**src/rtl/clkgen_cfg_pkg.sv**
```systemverilog
package clkgen_cfg_pkg;
   localparam int REG_COUNT = 7;
   localparam int BYTE_W    = 8;

   typedef enum logic [2:0] {S_IDLE, S_RX, S_RACK, S_TX, S_TACK} slv_state_t;
   typedef enum logic [1:0] {PH_ADDR, PH_CMD, PH_CNT, PH_DATA} rx_phase_t;

   // bits that carry a function in each register
   function automatic logic [7:0] reg_mask(input int idx);
      case (idx)
         0:       return 8'hFF;
         1:       return 8'h8F;
         2:       return 8'h7F;
         3:       return 8'hFF;
         4:       return 8'h0F;
         5:       return 8'h13;
         default: return 8'h00;
      endcase
   endfunction

   function automatic logic [7:0] reg_reset(input int idx);
      return (idx == 0) ? 8'h00 : reg_mask(idx);
   endfunction
endpackage

```
**src/rtl/i2c_line_sync.sv**
```systemverilog
module i2c_line_sync #(
   parameter int STAGES = 2
) (
   input  logic clk,
   input  logic rst_n,
   input  logic scl_in,
   input  logic sda_in,
   output logic scl_lvl,
   output logic sda_lvl,
   output logic scl_rise,
   output logic scl_fall,
   output logic start_det,
   output logic stop_det
);
   if (STAGES < 2) begin : g_bad_stages
      $error("i2c_line_sync: STAGES must be at least 2");
   end

   logic [STAGES-1:0] scl_pipe, sda_pipe;
   logic              scl_q, sda_q;

   always_ff @(posedge clk or negedge rst_n) begin
      if (!rst_n) begin
         scl_pipe <= '1;
         sda_pipe <= '1;
         scl_q    <= 1'b1;
         sda_q    <= 1'b1;
      end else begin
         scl_pipe <= {scl_pipe[STAGES-2:0], scl_in};
         sda_pipe <= {sda_pipe[STAGES-2:0], sda_in};
         scl_q    <= scl_pipe[STAGES-1];
         sda_q    <= sda_pipe[STAGES-1];
      end
   end

   assign scl_lvl   = scl_pipe[STAGES-1];
   assign sda_lvl   = sda_pipe[STAGES-1];
   assign scl_rise  = scl_lvl & ~scl_q;
   assign scl_fall  = ~scl_lvl & scl_q;
   assign start_det = scl_lvl & scl_q & sda_q & ~sda_lvl;
   assign stop_det  = scl_lvl & scl_q & ~sda_q & sda_lvl;
endmodule

```
**src/rtl/cfg_regbank.sv**
```systemverilog
module cfg_regbank
   import clkgen_cfg_pkg::*;
#(
   parameter int IDX_W = $clog2(REG_COUNT + 1)
) (
   input  logic                        clk,
   input  logic                        rst_n,
   input  logic                        wr_en,
   input  logic [IDX_W-1:0]            wr_idx,
   input  logic [BYTE_W-1:0]           wr_data,
   input  logic [IDX_W-1:0]            rd_idx,
   output logic [BYTE_W-1:0]           rd_data,
   output logic [REG_COUNT*BYTE_W-1:0] flat
);
   if ((1 << IDX_W) <= REG_COUNT) begin : g_bad_idx
      $error("cfg_regbank: IDX_W too narrow for REG_COUNT");
   end

   for (genvar g = 0; g < REG_COUNT; g++) begin : g_reg
      logic [BYTE_W-1:0] q;
      always_ff @(posedge clk or negedge rst_n) begin
         if (!rst_n)
            q <= reg_reset(g);
         else if (wr_en && wr_idx == IDX_W'(g))
            q <= wr_data & reg_mask(g);
      end
      assign flat[g*BYTE_W +: BYTE_W] = q;
   end

   always_comb begin
      rd_data = '0;
      for (int i = 0; i < REG_COUNT; i++)
         if (rd_idx == IDX_W'(i)) rd_data = flat[i*BYTE_W +: BYTE_W];
   end
endmodule

```
**src/rtl/i2c_cfg_fsm.sv**
```systemverilog
module i2c_cfg_fsm
   import clkgen_cfg_pkg::*;
#(
   parameter logic [6:0] SLAVE_ADDR = 7'h69,
   parameter int         IDX_W      = $clog2(REG_COUNT + 1)
) (
   input  logic              clk,
   input  logic              rst_n,
   input  logic              sda_lvl,
   input  logic              scl_rise,
   input  logic              scl_fall,
   input  logic              start_det,
   input  logic              stop_det,
   input  logic [BYTE_W-1:0] rd_data,
   output logic              sda_oe,
   output logic              busy,
   output logic              wr_en,
   output logic [IDX_W-1:0]  wr_idx,
   output logic [BYTE_W-1:0] wr_data,
   output logic [IDX_W-1:0]  rd_idx
);
   localparam logic [IDX_W-1:0] IDX_END = IDX_W'(REG_COUNT);

   slv_state_t        st;
   rx_phase_t         ph;
   logic [3:0]        bitcnt;
   logic [BYTE_W-1:0] shreg;
   logic              rnw;
   logic [IDX_W-1:0]  idx;
   logic [IDX_W-1:0]  idx_next;

   assign idx_next = (idx == IDX_END) ? idx : idx + 1'b1;
   assign rd_idx   = idx;
   assign busy     = (st != S_IDLE);

   always_ff @(posedge clk or negedge rst_n) begin
      if (!rst_n) begin
         st      <= S_IDLE;
         ph      <= PH_ADDR;
         bitcnt  <= '0;
         shreg   <= '0;
         rnw     <= 1'b0;
         idx     <= '0;
         sda_oe  <= 1'b0;
         wr_en   <= 1'b0;
         wr_idx  <= '0;
         wr_data <= '0;
      end else begin
         wr_en <= 1'b0;
         if (start_det) begin
            st     <= S_RX;
            ph     <= PH_ADDR;
            bitcnt <= '0;
            idx    <= '0;
            sda_oe <= 1'b0;
         end else if (stop_det) begin
            st     <= S_IDLE;
            idx    <= '0;
            sda_oe <= 1'b0;
         end else begin
            case (st)
               S_RX: begin
                  if (scl_rise && bitcnt != 4'd8) begin
                     shreg  <= {shreg[BYTE_W-2:0], sda_lvl};
                     bitcnt <= bitcnt + 4'd1;
                  end else if (scl_fall && bitcnt == 4'd8) begin
                     if (ph == PH_ADDR) begin
                        if (shreg[7:1] == SLAVE_ADDR) begin
                           sda_oe <= 1'b1;
                           rnw    <= shreg[0];
                           ph     <= shreg[0] ? PH_DATA : PH_CMD;
                           st     <= S_RACK;
                        end else begin
                           st <= S_IDLE;
                        end
                     end else begin
                        sda_oe <= 1'b1;
                        st     <= S_RACK;
                        case (ph)
                           PH_CMD:  ph <= PH_CNT;
                           PH_CNT:  ph <= PH_DATA;
                           default: begin
                              if (idx != IDX_END) begin
                                 wr_en   <= 1'b1;
                                 wr_idx  <= idx;
                                 wr_data <= shreg;
                                 idx     <= idx_next;
                              end
                           end
                        endcase
                     end
                  end
               end
               S_RACK: begin
                  if (scl_fall) begin
                     bitcnt <= '0;
                     if (rnw) begin
                        st     <= S_TX;
                        shreg  <= rd_data;
                        sda_oe <= ~rd_data[BYTE_W-1];
                        idx    <= idx_next;
                     end else begin
                        st     <= S_RX;
                        sda_oe <= 1'b0;
                     end
                  end
               end
               S_TX: begin
                  if (scl_rise) begin
                     bitcnt <= bitcnt + 4'd1;
                  end else if (scl_fall) begin
                     if (bitcnt == 4'd8) begin
                        sda_oe <= 1'b0;
                        st     <= S_TACK;
                     end else begin
                        shreg  <= {shreg[BYTE_W-2:0], 1'b0};
                        sda_oe <= ~shreg[BYTE_W-2];
                     end
                  end
               end
               S_TACK: begin
                  if (scl_rise) begin
                     if (sda_lvl) st <= S_IDLE;
                  end else if (scl_fall) begin
                     st     <= S_TX;
                     bitcnt <= '0;
                     shreg  <= rd_data;
                     sda_oe <= ~rd_data[BYTE_W-1];
                     idx    <= idx_next;
                  end
               end
               default: st <= S_IDLE;
            endcase
         end
      end
   end
endmodule

```
**src/rtl/clkgen_cfg_slave.sv**
```systemverilog
module clkgen_cfg_slave
   import clkgen_cfg_pkg::*;
#(
   parameter logic [6:0] SLAVE_ADDR  = 7'h69,
   parameter int         SYNC_STAGES = 2
) (
   input  logic        clk,
   input  logic        rst_n,
   input  logic        scl_in,
   input  logic        sda_in,
   output logic        sda_oe,
   output logic        spread_wide,
   output logic        spread_center,
   output logic        spread_en,
   output logic [3:0]  freq_sel,
   output logic        sw_select,
   output logic        tristate_all,
   output logic [3:0]  cpu_en,
   output logic [4:0]  pci_en,
   output logic        pci_free_en,
   output logic [1:0]  agp_en,
   output logic [11:0] sdram_en,
   output logic [1:0]  ref_en
);
   localparam int IDX_W = $clog2(REG_COUNT + 1);

   logic scl_lvl, sda_lvl, scl_rise, scl_fall, start_det, stop_det;
   logic busy, wr_en;
   logic [IDX_W-1:0]            wr_idx, rd_idx;
   logic [BYTE_W-1:0]           wr_data, rd_data;
   logic [REG_COUNT*BYTE_W-1:0] reg_flat;

   i2c_line_sync #(.STAGES(SYNC_STAGES)) u_sync (
      .clk(clk), .rst_n(rst_n), .scl_in(scl_in), .sda_in(sda_in),
      .scl_lvl(scl_lvl), .sda_lvl(sda_lvl), .scl_rise(scl_rise),
      .scl_fall(scl_fall), .start_det(start_det), .stop_det(stop_det)
   );

   i2c_cfg_fsm #(.SLAVE_ADDR(SLAVE_ADDR), .IDX_W(IDX_W)) u_fsm (
      .clk(clk), .rst_n(rst_n), .sda_lvl(sda_lvl), .scl_rise(scl_rise),
      .scl_fall(scl_fall), .start_det(start_det), .stop_det(stop_det),
      .rd_data(rd_data), .sda_oe(sda_oe), .busy(busy), .wr_en(wr_en),
      .wr_idx(wr_idx), .wr_data(wr_data), .rd_idx(rd_idx)
   );

   cfg_regbank #(.IDX_W(IDX_W)) u_regs (
      .clk(clk), .rst_n(rst_n), .wr_en(wr_en), .wr_idx(wr_idx),
      .wr_data(wr_data), .rd_idx(rd_idx), .rd_data(rd_data), .flat(reg_flat)
   );

   logic [BYTE_W-1:0] r0, r1, r2, r3, r4, r5;
   assign r0 = reg_flat[0*BYTE_W +: BYTE_W];
   assign r1 = reg_flat[1*BYTE_W +: BYTE_W];
   assign r2 = reg_flat[2*BYTE_W +: BYTE_W];
   assign r3 = reg_flat[3*BYTE_W +: BYTE_W];
   assign r4 = reg_flat[4*BYTE_W +: BYTE_W];
   assign r5 = reg_flat[5*BYTE_W +: BYTE_W];

   assign spread_wide   = r0[7];
   assign freq_sel      = {r0[2], r0[6:4]};
   assign sw_select     = r0[3];
   assign spread_en     = r0[1];
   assign tristate_all  = r0[0];
   assign spread_center = r1[7];
   assign cpu_en        = r1[3:0];
   assign pci_en        = r2[4:0];
   assign pci_free_en   = r2[6];
   assign agp_en        = {r5[4], r2[5]};
   assign sdram_en      = {r4[3:0], r3};
   assign ref_en        = r5[1:0];

   logic unused_bits;
   assign unused_bits = ^{r1[6:4], r2[7], r4[7:4], r5[7:5], r5[3:2],
                          reg_flat[REG_COUNT*BYTE_W-1:6*BYTE_W], scl_lvl, busy};
endmodule

```
**config.mk**
```make
export PLATFORM = sky130hd
export DESIGN_NAME = clkgen_cfg_slave
export DESIGN_NICKNAME = d
export VERILOG_FILES = /design/src/rtl/clkgen_cfg_pkg.sv /design/src/rtl/i2c_line_sync.sv /design/src/rtl/cfg_regbank.sv /design/src/rtl/i2c_cfg_fsm.sv /design/src/rtl/clkgen_cfg_slave.sv
export SDC_FILE = /design/constraint.sdc
export NUM_CORES = 1
export LEC_CHECK = 0
export CAP_MARGIN = 20
export CORE_ASPECT_RATIO = 1.4
export CORE_MARGIN = 2
export CORE_UTILIZATION = 60
export CTS_CLUSTER_DIAMETER = 200
export DETAILED_ROUTE_END_ITERATION = 8
export PLACE_DENSITY = 0.85
export RECOVER_POWER = 100
export SLEW_MARGIN = 20
export SYNTH_ARGS = -nofsm -noshare
export SYNTH_HDL_FRONTEND = slang
export SYNTH_SLANG_ARGS = --single-unit
```
**constraint.sdc**
```tcl
create_clock -name clk -period 3.1 [get_ports clk]
set_input_delay 0.62 -clock clk [delete_from_list [all_inputs] [get_ports clk]]
set_output_delay 0.62 -clock clk [all_outputs]
set_load 0.05 [all_outputs]
```
Word-level counts from Yosys, hierarchy flattened
Index checks and enable logic that the tools add are counted.
{ "word_totals": {"register_bits": 75, "in_bits": 4, "out_inout_bits": 36, "wordCells": 200} }
{ "classes": {"addsub": 2, "eq_ne": 51, "mux": 82, "n_bitwise": 18, "reduce_logical": 27} }
{ "op_table": {"columns": ["operator", "n"], "rows": [
  ["$mux 8", 15],
  ["$mux 3", 23],
  ["$pmux 8 s4", 1],
  ["$ne 4x3->1 const B", 7],
  ["$mux 4", 6],
  ["$ne 4x4->1 const B", 6],
  ["$mux 2", 11],
  ["$eq 3x3->1 const B", 7],
  ["$mux 1", 21],
  ["$eq 3x2->1 const B", 6],
  ["$pmux 4 s4", 1],
  ["$reduce_and 8->1", 2],
  ["$pmux 3 s4", 1],
  ["$not 1->1", 11],
  ["$reduce_and 11->1", 1],
  ["$ne 2x1->1 const B", 5],
  ["$ne 2x2->1 const B", 5],
  ["$ne 5x5->1 const B", 2],
  ["$reduce_and 10->1", 1],
  ["$reduce_bool 5->1", 2],
  ["$eq 3x1->1 const B", 3],
  ["$ne 3x3->1 const B", 3],
  ["$pmux 3 s3", 1],
  ["$reduce_and 9->1", 1],
  ["21 further kinds", 38]
]} }

Longest topological paths before layout
Gate-level depths: netlist of run 1.
{ "depth": {"ltp_word": 14, "depth_mapped": 9, "mapped_depth_nobuf": 7} }

Hierarchy
From an unflattened synthesis of run 1, not the netlist that was laid out.
{ "hier_totals": {"hier_cells": 343, "hier_area_um2": 3970.1} }
{ "modules_own_cells": {"columns": ["module", "instances", "cells_each", "area_per_inst_um2", "seq_area_each_um2"], "rows": [
  ["i2c_cfg_fsm", 1, 191, 1914.3, 850.8],
  ["cfg_regbank", 1, 142, 1865.5, 909.6],
  ["i2c_line_sync", 1, 10, 190.2, 157.7]
]} }

Least setup slack after synthesis of run 1
OpenSTA, ideal clock, no wires.
{ "synth_path": {"path_kind": "flip-flop to flip-flop", "from": "register u_fsm.idx[2], in the netlist u_fsm.rd_idx[2]", "to": "register u_fsm.shreg[4]", "setup_time_ps": 128, "arrival_ps": 1871, "required_time_ps": 2972, "path_slack_ps": 1102, "stages_incl_launch_ff": 9, "n_path_buf": 2, "synth_period_minus_slack_ps": 1998, "path_cell_list": "dfrtp_1 clkbuf_1 inv_1 ha_1 clkbuf_1 a221oi_1 o21ai_1 a22o_1 mux2_1"} }
{ "synth_via": {"elab_chain_cells": 11, "elab_cells_between_ends": 19, "cone_classes": "eq/ne (6); mux (12); reduce/logical (1)"} }
{ "synth_rtl": {"columns": ["element", "line", "rtl"], "rows": [
  ["start, declared", "i2c_cfg_fsm.sv:29", "logic [IDX_W-1:0] idx;"],
  ["start signal, assigned", "i2c_cfg_fsm.sv:87", "idx <= idx_next;"],
  ["start signal, assigned", "i2c_cfg_fsm.sv:101", "idx <= idx_next;"],
  ["start signal, assigned", "i2c_cfg_fsm.sv:129", "idx <= idx_next;"],
  ["$logic_not 3->1", "cfg_regbank.sv:33", "if (rd_idx == IDX_W'(i)) rd_data = flat[i*BYTE_W +: BYTE_W];"],
  ["$mux 8 (6 in a row)", "cfg_regbank.sv:33", null],
  ["$mux 8 *", "cfg_regbank.sv:33", null],
  ["$mux 8, on equally long branches", "i2c_cfg_fsm.sv:124, i2c_cfg_fsm.sv:97", null],
  ["$mux 8, on equally long branches", "i2c_cfg_fsm.sv:122, i2c_cfg_fsm.sv:95", null],
  ["$pmux 8 s4 *", "i2c_cfg_fsm.sv:61", "case (st)"],
  ["end signal, assigned", "i2c_cfg_fsm.sv:64", "shreg <= {shreg[BYTE_W-2:0], sda_lvl};"],
  ["end signal, assigned", "i2c_cfg_fsm.sv:116", "shreg <= {shreg[BYTE_W-2:0], 1'b0};"],
  ["end signal, assigned", "i2c_cfg_fsm.sv:127", "shreg <= rd_data;"],
  ["end, declared", "i2c_cfg_fsm.sv:27", "logic [BYTE_W-1:0] shreg;"]
]} }
Every way passes the cells marked *; elsewhere a longest branch is shown, timed or not. The select of a mux whose other input is x is not followed.
A chain may end at the register's enable or synchronous reset.

Final worst setup path of run 1
{ "layout_path": {"from": "register u_fsm.st[0]", "to": "register u_fsm.wr_data[3]"} }
{ "layout_via": {"elab_chain_cells": 2} }
{ "layout_rtl": {"columns": ["element", "line", "rtl"], "rows": [
  ["start, declared", "i2c_cfg_fsm.sv:24", "slv_state_t st;"],
  ["start signal, assigned", "i2c_cfg_fsm.sv:38", "st <= S_IDLE;"],
  ["start signal, assigned", "i2c_cfg_fsm.sv:51", "st <= S_RX;"],
  ["start signal, assigned", "i2c_cfg_fsm.sv:57", "st <= S_IDLE;"],
  ["$eq 3x1->1", "i2c_cfg_fsm.sv:61", null],
  ["$reduce_and 8->1 (no line)", null, null],
  ["end signal, assigned", "i2c_cfg_fsm.sv:86", "wr_data <= shreg;"],
  ["end, declared", "i2c_cfg_fsm.sv:19", "output logic [BYTE_W-1:0] wr_data,"]
]} }
No other way between the ends.

==> run metrics, run 1 <==
CP startpoint kind register; CP startpoint u_fsm.st[0]; io pins 40; dominant synthesized flop cell dfrtp_1; WHS Path Cells 0; crit-path most repeated cell nor3b_1; most frequent cells in the layout 42 x dfrtp_1, 38 x dlygate4sd3_1, 35 x mux2_2; initial antenna violation count 0; worst hold-check slack 363.9 ps; post-route cell area 4601 um^2; Post-synth ARST share 100.0%; Die H 100.6 um; Worst Path Max Fanout 17; CP max stage delay 730 ps; root buffer cell clkbuf_8; fmax 0.3813 GHz; Worst R2R Setup Slack 480 ps; DP Area 4434 um^2; final setup margin 477.3 ps; Reg2Reg Launch Point u_fsm.st[0]; pre-CTS WS 844.5 ps; post-route minimum period 2623 ps; leakage 2.027 nW; Global Route Usage Sum 28.16%; Final HPWL DP 6892 um; routed vias 3097; clk_lat worst skew 350 ps; Worst Hold End u_sync.scl_pipe[1]; cell count of the worst reg-to-reg path 5; CTS tree built; relative slew slack -23.95%; RePlAce Congestion 0.9137; nets 414; routed vias/inst 6.479; fin. max-slew vios 34; Mapped Avg Cell Area 11.02 um^2; Iteration-0 DRC Markers 347; slowest CP cell dfrtp_1; Critical R2R Capture u_fsm.wr_data[3]; drt pass-1 iters 5; # rows 35; commonest non-fill, non-tap cell in the layout dfrtp_1; syn_nets 378; pwr/cell area 556.0 nW/um^2; number of clock sinks 75; vias in the first global route 3059; ant diodes 0; Synth Register Bits 75; Setup Skew 9.426 ps; sequential area share after synthesis 47.94%; Synth Cell Area 4001 um^2; HP Start u_sync.scl_pipe[0]; DR WL/cell 20.12 um; largest net degree at the start of global routing 43; setup tns final 0 ps; violated checks max-capacitance violations, max-slew violations; CP cell instances nor3b_1, nand2_1, nor3b_1, clkbuf_1, mux2_1; DRT Wirelength 9615 um; setup bufs post-CTS 0; min-delay worst type register to register; Peak VDD IR 0.4377 mV; total power 2.558 mW; Ys Warns 0; EDFF count, synth 0; cts hold-fix bufs 0; Core Area 6525 um^2; H-tree levels 3; Detail Route Antenna Nets 0; Worst Setup Path Type register to register; Worst Setup End Kind register; CP arrival 2860 ps; RSZ-0062 raised after global routing no; Starting Density 61.32%; fin crit share 84.60%; clock-pin slew on the worst setup and hold paths 80 ps; DRC 0; max-cap violation count 1; Syn Inst Count 363; GRT overflow 0; post-CTS sizing 0; share of cells above drive strength 1 22.52%; endpoints failing hold 0; clock buffer depth 2; Chip Width 73.02 um; CTS Buf Count 9; # fillers 452; CP Data Required Time 3330 ps; Area growth, synth to finish 14.98%; Distinct cells, synth 63; status finished, violations left; Setup violations, final 0; Slew @ Worst Pin 1859 ps; Die Area 7348 um^2; port buffer count 39; first-pass GRT wire length 15650 um
## layer usage
layer	GRT usage, %	vias up	wire (um)
li1	-	1399	-
met1	34.00	1531	3793
met2	47.96	133	4956
met3	4.300	34	489
met4	14.39	0	376
met5	0	-	0
## sequential cells by signal, indices dropped and copies added (netlist names), 2 cells and up
register	cells
u_regs.g.q	35
u_sync.scl_pipe	2
u_fsm.ph	2
u_fsm.shreg	8
u_fsm.rd_idx	3
u_fsm.wr_idx	3
u_fsm.bitcnt	4
u_fsm.wr_data	8
u_fsm.st	3
u_sync.sda_pipe	2
## cells in the mapped netlist (5+ instances only)
cell type  number  area (um^2)
nor2b_1         9        56.30
ha_1           11        137.6
a21oi_1        23        115.1
o22ai_1         5        31.28
nand2_1        33        123.9
dfstp_2        33        867.1
nor3_1          5        25.02
mux2_1         18        202.7
nor2_1         15        56.30
clkbuf_1       10        37.54
mux2_2         35        394.1
nand3_1         5        25.02
dfrtp_1        42         1051
o21ai_0        23        115.1
inv_1          15        56.30
## cells by family (layout without fill, tap and decap cells)
family	count (synthesis)	count (layout)	share of synthesized area [%]
DFF	75	75	47.94
buffers and inverters	32	73	3.408
AOI/OAI and AO/OA	91	91	15.48
xor gates and xnor gates	3	3	0.8445
and+or+nand+nor	95	95	13.23
adders and majority gates	11	11	3.440
muxes	56	56	15.67
## where the power goes
part / total (mW) / internal, mW / switching (mW)
Sequential: 1.21 / 1.07 / 0.141
Clock: 0.765 / 0.376 / 0.389
Combinational: 0.579 / 0.236 / 0.342
Total: 2.56 / 1.69 / 0.873
## through the flow
step | util, % | std cells
global route | 70.51 | 478
global placement | 67.96 | 462
finish | 70.51 | 478
CTS | 70.99 | 478
detailed placement | 67.96 | 462
floorplan | - | 363
## worst max path at each step
stage,end,slack (ps),depth (start not counted)
finish,u_fsm.wr_data[3],480,5
global route,u_fsm.wr_data[3],320,5
CTS,cpu_en[2],700,1
detailed placement,u_fsm.shreg[4],840,7
global placement,u_fsm.shreg[4],940,7
floorplan,u_fsm.shreg[4],1100,8
## final cells by class
class | instances | area (um^2) | share of cell area, %
repair buffers | 42 | 411.6 | 8.948
clock inverters | 7 | 73.82 | 1.605
multi-input cells | 256 | 1924 | 41.83
well taps | 74 | 92.59 | 2.013
inverters | 15 | 56.30 | 1.224
clock buffers | 9 | 123.9 | 2.692
flip-flops and latches | 75 | 1918 | 41.69
## critical path, delay by kind of cell (launching register included)
family                 cells  cell delay [ps]
muxes                      1              400
and+or+nand+nor            3              800
DFF                        1              730
buffers and inverters      1              560
No activity file was read; power rests on OpenSTA's default activity.
==> run 2, diff against run 1 <==
- CORE_UTILIZATION: 60 -> 52
- PLACE_DENSITY: 0.85 -> 0.79
- clock period: 3.1 -> 2.3 ns (I/O delays scaled with it)
==> run 2 against run 1 <==
Effect of this change: the flow now finishes without violations; sequential power up 31%; die area up 15%; clock skew down 0.64 ps; hold slack worse by 110 ps; highest routed layer unchanged.
==> run metrics, run 2 (synthesis results as in run 1) <==
CP startpoint kind register; first-pass GRT wire length 16350 um; leakage 2.052 nW; fmax 0.4476 GHz; vias in the first global route 3236; final setup margin 65.81 ps; Iteration-0 DRC Markers 177; Reg2Reg Launch Point u_fsm.st[1]; commonest non-fill, non-tap cell in the layout dfrtp_1; root buffer cell clkbuf_8; Setup Skew 8.789 ps; critical path depth 1; Worst Path Max Fanout 3; CP startpoint u_regs.g_reg[4].q[3]; routed vias/inst 6.060; CP Data Required Time 1840 ps; nets 432; status completed; Detail Route Antenna Nets 0; Chip Width 78.14 um; Starting Density 54.02%; # rows 37; DRC 0; Slew @ Worst Pin 1163 ps; routed vias 3145; largest net degree at the start of global routing 39; crit path buf inv count 1; Core Area 7407 um^2; top flop regs u_regs.g.q: 35 flops, u_fsm.shreg: 8 flops, u_fsm.wr_data: 8 flops; drt pass-1 iters 4; io pins 40; Critical R2R Capture u_fsm.sda_oe; GRT overflow 0; Global Route Usage Sum 25.81%; endpoints failing hold 0; CTS tree built; RSZ-0062 raised after global routing no; Worst Setup EP sdram_en[11]; cts hold-fix bufs 0; fin crit share 97.14%; DR WL/cell 19.31 um; relative slew slack 22.45%; max-cap violation count 0; Die Area 8422 um^2; Worst Setup Path Type register to output port; H-tree levels 3; cell count of the worst reg-to-reg path 5; CP arrival 1770 ps; CTS Buf Count 9; DRT Wirelength 10020 um; min-delay worst type input port to asynchronous set/reset pin; fin. max-slew vios 0; post-route cell area 4802 um^2; setup tns final 0 ps; clock buffer depth 2; ant diodes 0; Post-Layout Cell Count 519; CP max stage delay 870 ps; RePlAce Congestion 0.9347; post-route minimum period 2234 ps; setup bufs post-CTS 0; Placed Cells 503; most frequent cells in the layout 42 x dfrtp_1, 35 x mux2_2, 33 x nand2_1; share of cells above drive strength 1 19.91%; port buffer count 39; DP Area 4601 um^2; Peak VDD IR 0.5669 mV; slowest CP cell dlygate4sd3_1; clk_lat worst skew 360 ps; Setup violations, final 0; pre-CTS WS 13.32 ps; initial antenna violation count 0; Top reg by flops u_regs.g.q; Die H 107.8 um; pwr/cell area 805.4 nW/um^2; Area growth, synth to finish 20.01%; cell family with most CP delay buffers and inverters; clock-pin slew on the worst setup and hold paths 80 ps; number of clock sinks 75; Final HPWL DP 7345 um; CP cell instances dlygate4sd3_1; Largest register FFs 35; Worst Setup End Kind output port; Worst R2R Setup Slack 110 ps
-- run 2: cell count changes in the layout (fill, tap and decap cells not counted), sizes merged --
cell           delta
inv               -1
clkbuf            +8
bufinv            +2
clkinvlp          -1
dlygate4sd3      -23
clkinv            -2
buf              +12
clkdlybuf4s50    +23
-- run 2: routing by layer --
layer  GRT usage [%]  share of wire (%)  vias to the layer above
li1                -                  -                     1431
met1           29.15                 40                     1607
met2           45.75                 54                       83
met3           5.117                3.1                       24
met4           13.41                2.8                        0
met5               0                  0                        -
-- run 2: where the power goes --
part	leakage [nW]	total, mW	internal, mW	switching, mW
clock	0.130	1.29	0.785	0.504
combinational	1.01	0.987	0.405	0.582
sequential	0.908	1.59	1.44	0.147
total	2.05	3.87	2.63	1.23
-- run 2: worst min path at each step --
stage,startpoint,endpoint,slack (ps),cells after the start
4_1_cts,rst_n,u_fsm.st[0],80,1
3_3_place_gp,u_sync.sda_pipe[0],u_sync.sda_pipe[1],350,0
6_report,rst_n,u_fsm.rd_idx[2],250,1
3_5_place_dp,u_sync.scl_pipe[0],u_sync.scl_pipe[1],350,0
5_1_grt,rst_n,u_fsm.st[2],310,1
2_1_floorplan,rst_n,u_fsm.bitcnt[0],160,0
-- run 2: cell type report --
type	count	area, um^2
Clock buffer	11	151.4
Clock inverter	5	107.6
Fill cell	594	2605
Inverter	15	56.30
Multi-Input combinational cell	256	1931
Sequential cell	75	1918
Tap cell	97	121.4
Timing Repair Buffer	60	516.7
-- run 2: per-stage QoR --
step / hold WS [ps] / total power, mW / util (%)
after detailed placement: 350.9 / 2.583 / 62.11
after CTS: 81.57 / 3.870 / 65.68
after floorplan: 164.4 / 2.200 / -
final: 253.4 / 3.867 / 64.83
after global placement: 346.4 / 2.541 / 62.11
after global routing: 313.2 / 4.042 / 64.83
-- run 2: what timing repair did --
item | CTS | global route
resized for setup | 2 | 1
pin swaps | 0 | 0
setup endpoints to repair | 1 | 1
cloned | 0 | 0
==> run 3, diff against run 2 <==
--- a/config.mk
+++ b/config.mk
@@ -6,6 +6,7 @@
 export NUM_CORES = 1
 export LEC_CHECK = 0
+export ABC_AREA = 1
 export CAP_MARGIN = 20
-export CORE_ASPECT_RATIO = 1.4
+export CORE_ASPECT_RATIO = 1.25
 export CORE_MARGIN = 2
 export CORE_UTILIZATION = 52
==> constraint.sdc (replaced) <==
create_clock -name clk -period 2.3 [get_ports clk]
set_input_delay 0.46 -clock clk [delete_from_list [all_inputs] [get_ports clk]]
set_output_delay 0.46 -clock clk [all_outputs]
set_load 0.01 [all_outputs]
==> run 3 against run 2 <==
Effect of this change: the run now ends with max-capacitance violations, max-slew violations left; sequential share of layout area up 1.3 points; critical path depth up 8; register-to-register slack better by 160 ps; total power down 7.7%; utilization down 2.0 points; cell count up 26%; synthesized cell count up 41%; cell area down 3.2%; sequential power about the same; die area down 0.12%; flip-flop and latch count unchanged; setup slack better by 210 ps; largest cell class is now flip-flops and latches.
==> run metrics, run 3 <==
Routed met2 length 4629 um; Global Route Usage Sum 24.56%; Reg power frac 43.9%; RePlAce Congestion 0.9855; CP startpoint kind register; Worst Setup Path Type register to register; share of cells above drive strength 1 13.55%; # fillers 620; Chip Width 82.44 um; Setup Skew 10.98 ps; max-cap violation count 1; Synth top area share 26.28%; fin. max-slew vios 76; synth top area cells dfrtp_1 26%, dfstp_2 22%, nand2_1 15%, o21ai_0 5.8%, nor2_1 5.2%; Peak VDD IR 0.4461 mV; number of clock sinks 75; cell count of the worst reg-to-reg path 9; Worst Path Max Fanout 12; DRC 0; post-CTS sizing 0; WL met3 433 um; CTS tree built; Slew @ Worst Pin 1779 ps; violated checks max-capacitance violations, max-slew violations; Synth Cell Area 3999 um^2; commonest non-fill, non-tap cell in the layout nand2_1; endpoints failing hold 0; CP arrival 2270 ps; Area growth, synth to finish 16.21%; most frequent cell after synthesis nand2_1; io pins 40; Sw Share 34.09%; GRT overflow 0; post-route minimum period 2027 ps; DR WL/cell 14.28 um; dominant synthesized flop cell dfrtp_1; initial antenna violation count 0; clock-pin slew on the worst setup and hold paths 80 ps; CTS Buf Count 9; cts hold-fix bufs 0; routed vias/inst 5.389; Worst Setup End Kind register; Worst R2R Setup Slack 270 ps; ant diodes 0; Setup violations, final 0; Mapped Avg Cell Area 7.826 um^2; Multi-input gate area 1783 um^2; Final HPWL DP 6912 um; clock buffer depth 2; sequential cell area 1918 um^2; Ys Warns 0; first-pass GRT wire length 15750 um; H-tree levels 3; Largest register FFs 35; Top reg by flops u_regs.g.q; total power 3.570 mW; Die H 102.0 um; sw power 1.217 mW; Comb pwr share 26.0%; Die Area 8412 um^2; syn_nets 526; nets 571; cell taking the most area after synthesis dfrtp_1; Syn Inst Count 511; most frequent cells in the layout 165 x nand2_1, 56 x nor2_1, 55 x o21ai_0; relative slew slack -18.59%; Top Layer Used met4; Post-synth top cells 163 x nand2_1, 55 x nor2_1, 51 x inv_1; pwr/cell area 768.3 nW/um^2; vias in the first global route 3376; DRT Wirelength 9328 um; setup bufs post-CTS 0; status finished, violations left; Synth Register Bits 75; # rows 35; setup tns final 0 ps; RSZ-0062 raised after global routing no; largest net degree at the start of global routing 76; WHS Path Cells 0; CP Data Required Time 2550 ps; fin crit share 88.13%; Post-synth ARST share 100.0%; leakage 2.332 nW; Distinct cells, synth 34; Metal-1 WL 3882 um; sequential area share after synthesis 47.97%; drt pass-1 iters 5; Starting Density 54.03%; Iteration-0 DRC Markers 247; internal power 2.353 mW; Detail Route Antenna Nets 0; root buffer cell clkbuf_8; min-delay worst type register to register; Core Area 7401 um^2; routed vias 3519; fmax 0.4933 GHz; clock power share 30.1%; port buffer count 39; top flop regs u_regs.g.q: 35 flops, u_fsm.shreg: 8 flops, u_fsm.wr_data: 8 flops; EDFF count, synth 0; clk_lat worst skew 360 ps
## run 3: cell types whose count changed in the layout (fill, tap and decap cells not counted), sizes merged, moves of 7 or more
cell / before / now
o21ai: 25 / 59
clkbuf: 20 / 13
nand4: 1 / 10
nand2: 33 / 169
nor2: 15 / 63
nand3: 5 / 36
clkdlybuf4s50: 23 / 0
nor2b: 9 / 0
a21oi: 24 / 10
dlygate4sd3: 15 / 38
buf: 13 / 3
inv: 16 / 56
mux2: 53 / 0
## run 3: path summary, 6_finish.rpt
path,from,end
worst max-delay path,u_sync.scl_pipe[1],u_fsm.shreg[3]
worst min-delay path,u_sync.sda_pipe[0],u_sync.sda_pipe[1]
worst max register to register,u_sync.scl_pipe[1],u_fsm.shreg[3]
worst min register to register,u_sync.sda_pipe[0],u_sync.sda_pipe[1]
max in group asynchronous,rst_n,u_fsm.wr_data[3]
min in group asynchronous,rst_n,u_regs.g_reg[0].q[2]
## run 3: final cells by class
class,count,area share [%]
tap,92,2.477
clock inverter,4,1.023
inverter,56,4.577
multi-input combinational,372,38.37
clock buffer,12,3.554
sequential,75,41.28
timing repair buffer,42,8.724
## run 3: worst max-delay path: stages, from the launching register on
cell and delay, ps:
dfstp_1 590, nand2_1 110, nor2_1 330, nor2_2 160
nand2_1 120, inv_1 50, nand3_2 220, inv_1 170
nand2_1 100, nand2_1 50
## run 3: per-stage QoR
stage	hold slack [ps]	instance area, um^2	setup WS [ps]	instances	utilization, %
2_1_floorplan	164.4	3999	624.2	511	-
3_3_place_gp	347.1	4487	388.6	637	60.63
3_5_place_dp	347.3	4487	324.3	637	60.63
4_1_cts	142.3	4700	306.0	653	63.50
5_1_grt	366.0	4647	53.07	653	62.79
6_report	362.9	4647	272.9	653	62.79
## run 3: kinds of logic after synthesis
logic type               synth area share [%]
AND/OR/NAND/NOR                         31.26
AO/OA/AOI/OAI                           10.33
flip-flops                              47.97
buffers and inverters                   6.570
adder cells (fa/ha/maj)                 3.442
XOR/XNOR                               0.4381
## run 3: layer usage
layer,vias up,track usage [%]
li1,1718,-
met1,1644,30.04
met2,132,40.94
met3,25,3.975
met4,0,13.46
met5,-,0
## run 3: power groups by stage
stage | Combinational [mW] | Sequential, mW | Clock (mW)
global placement | 0.903 | 1.58 | 0
global route | 1.06 | 1.58 | 1.14
floorplan | 0.704 | 1.55 | 0
finish | 0.930 | 1.57 | 1.07
detailed placement | 0.934 | 1.59 | 0
CTS | 0.948 | 1.57 | 1.09
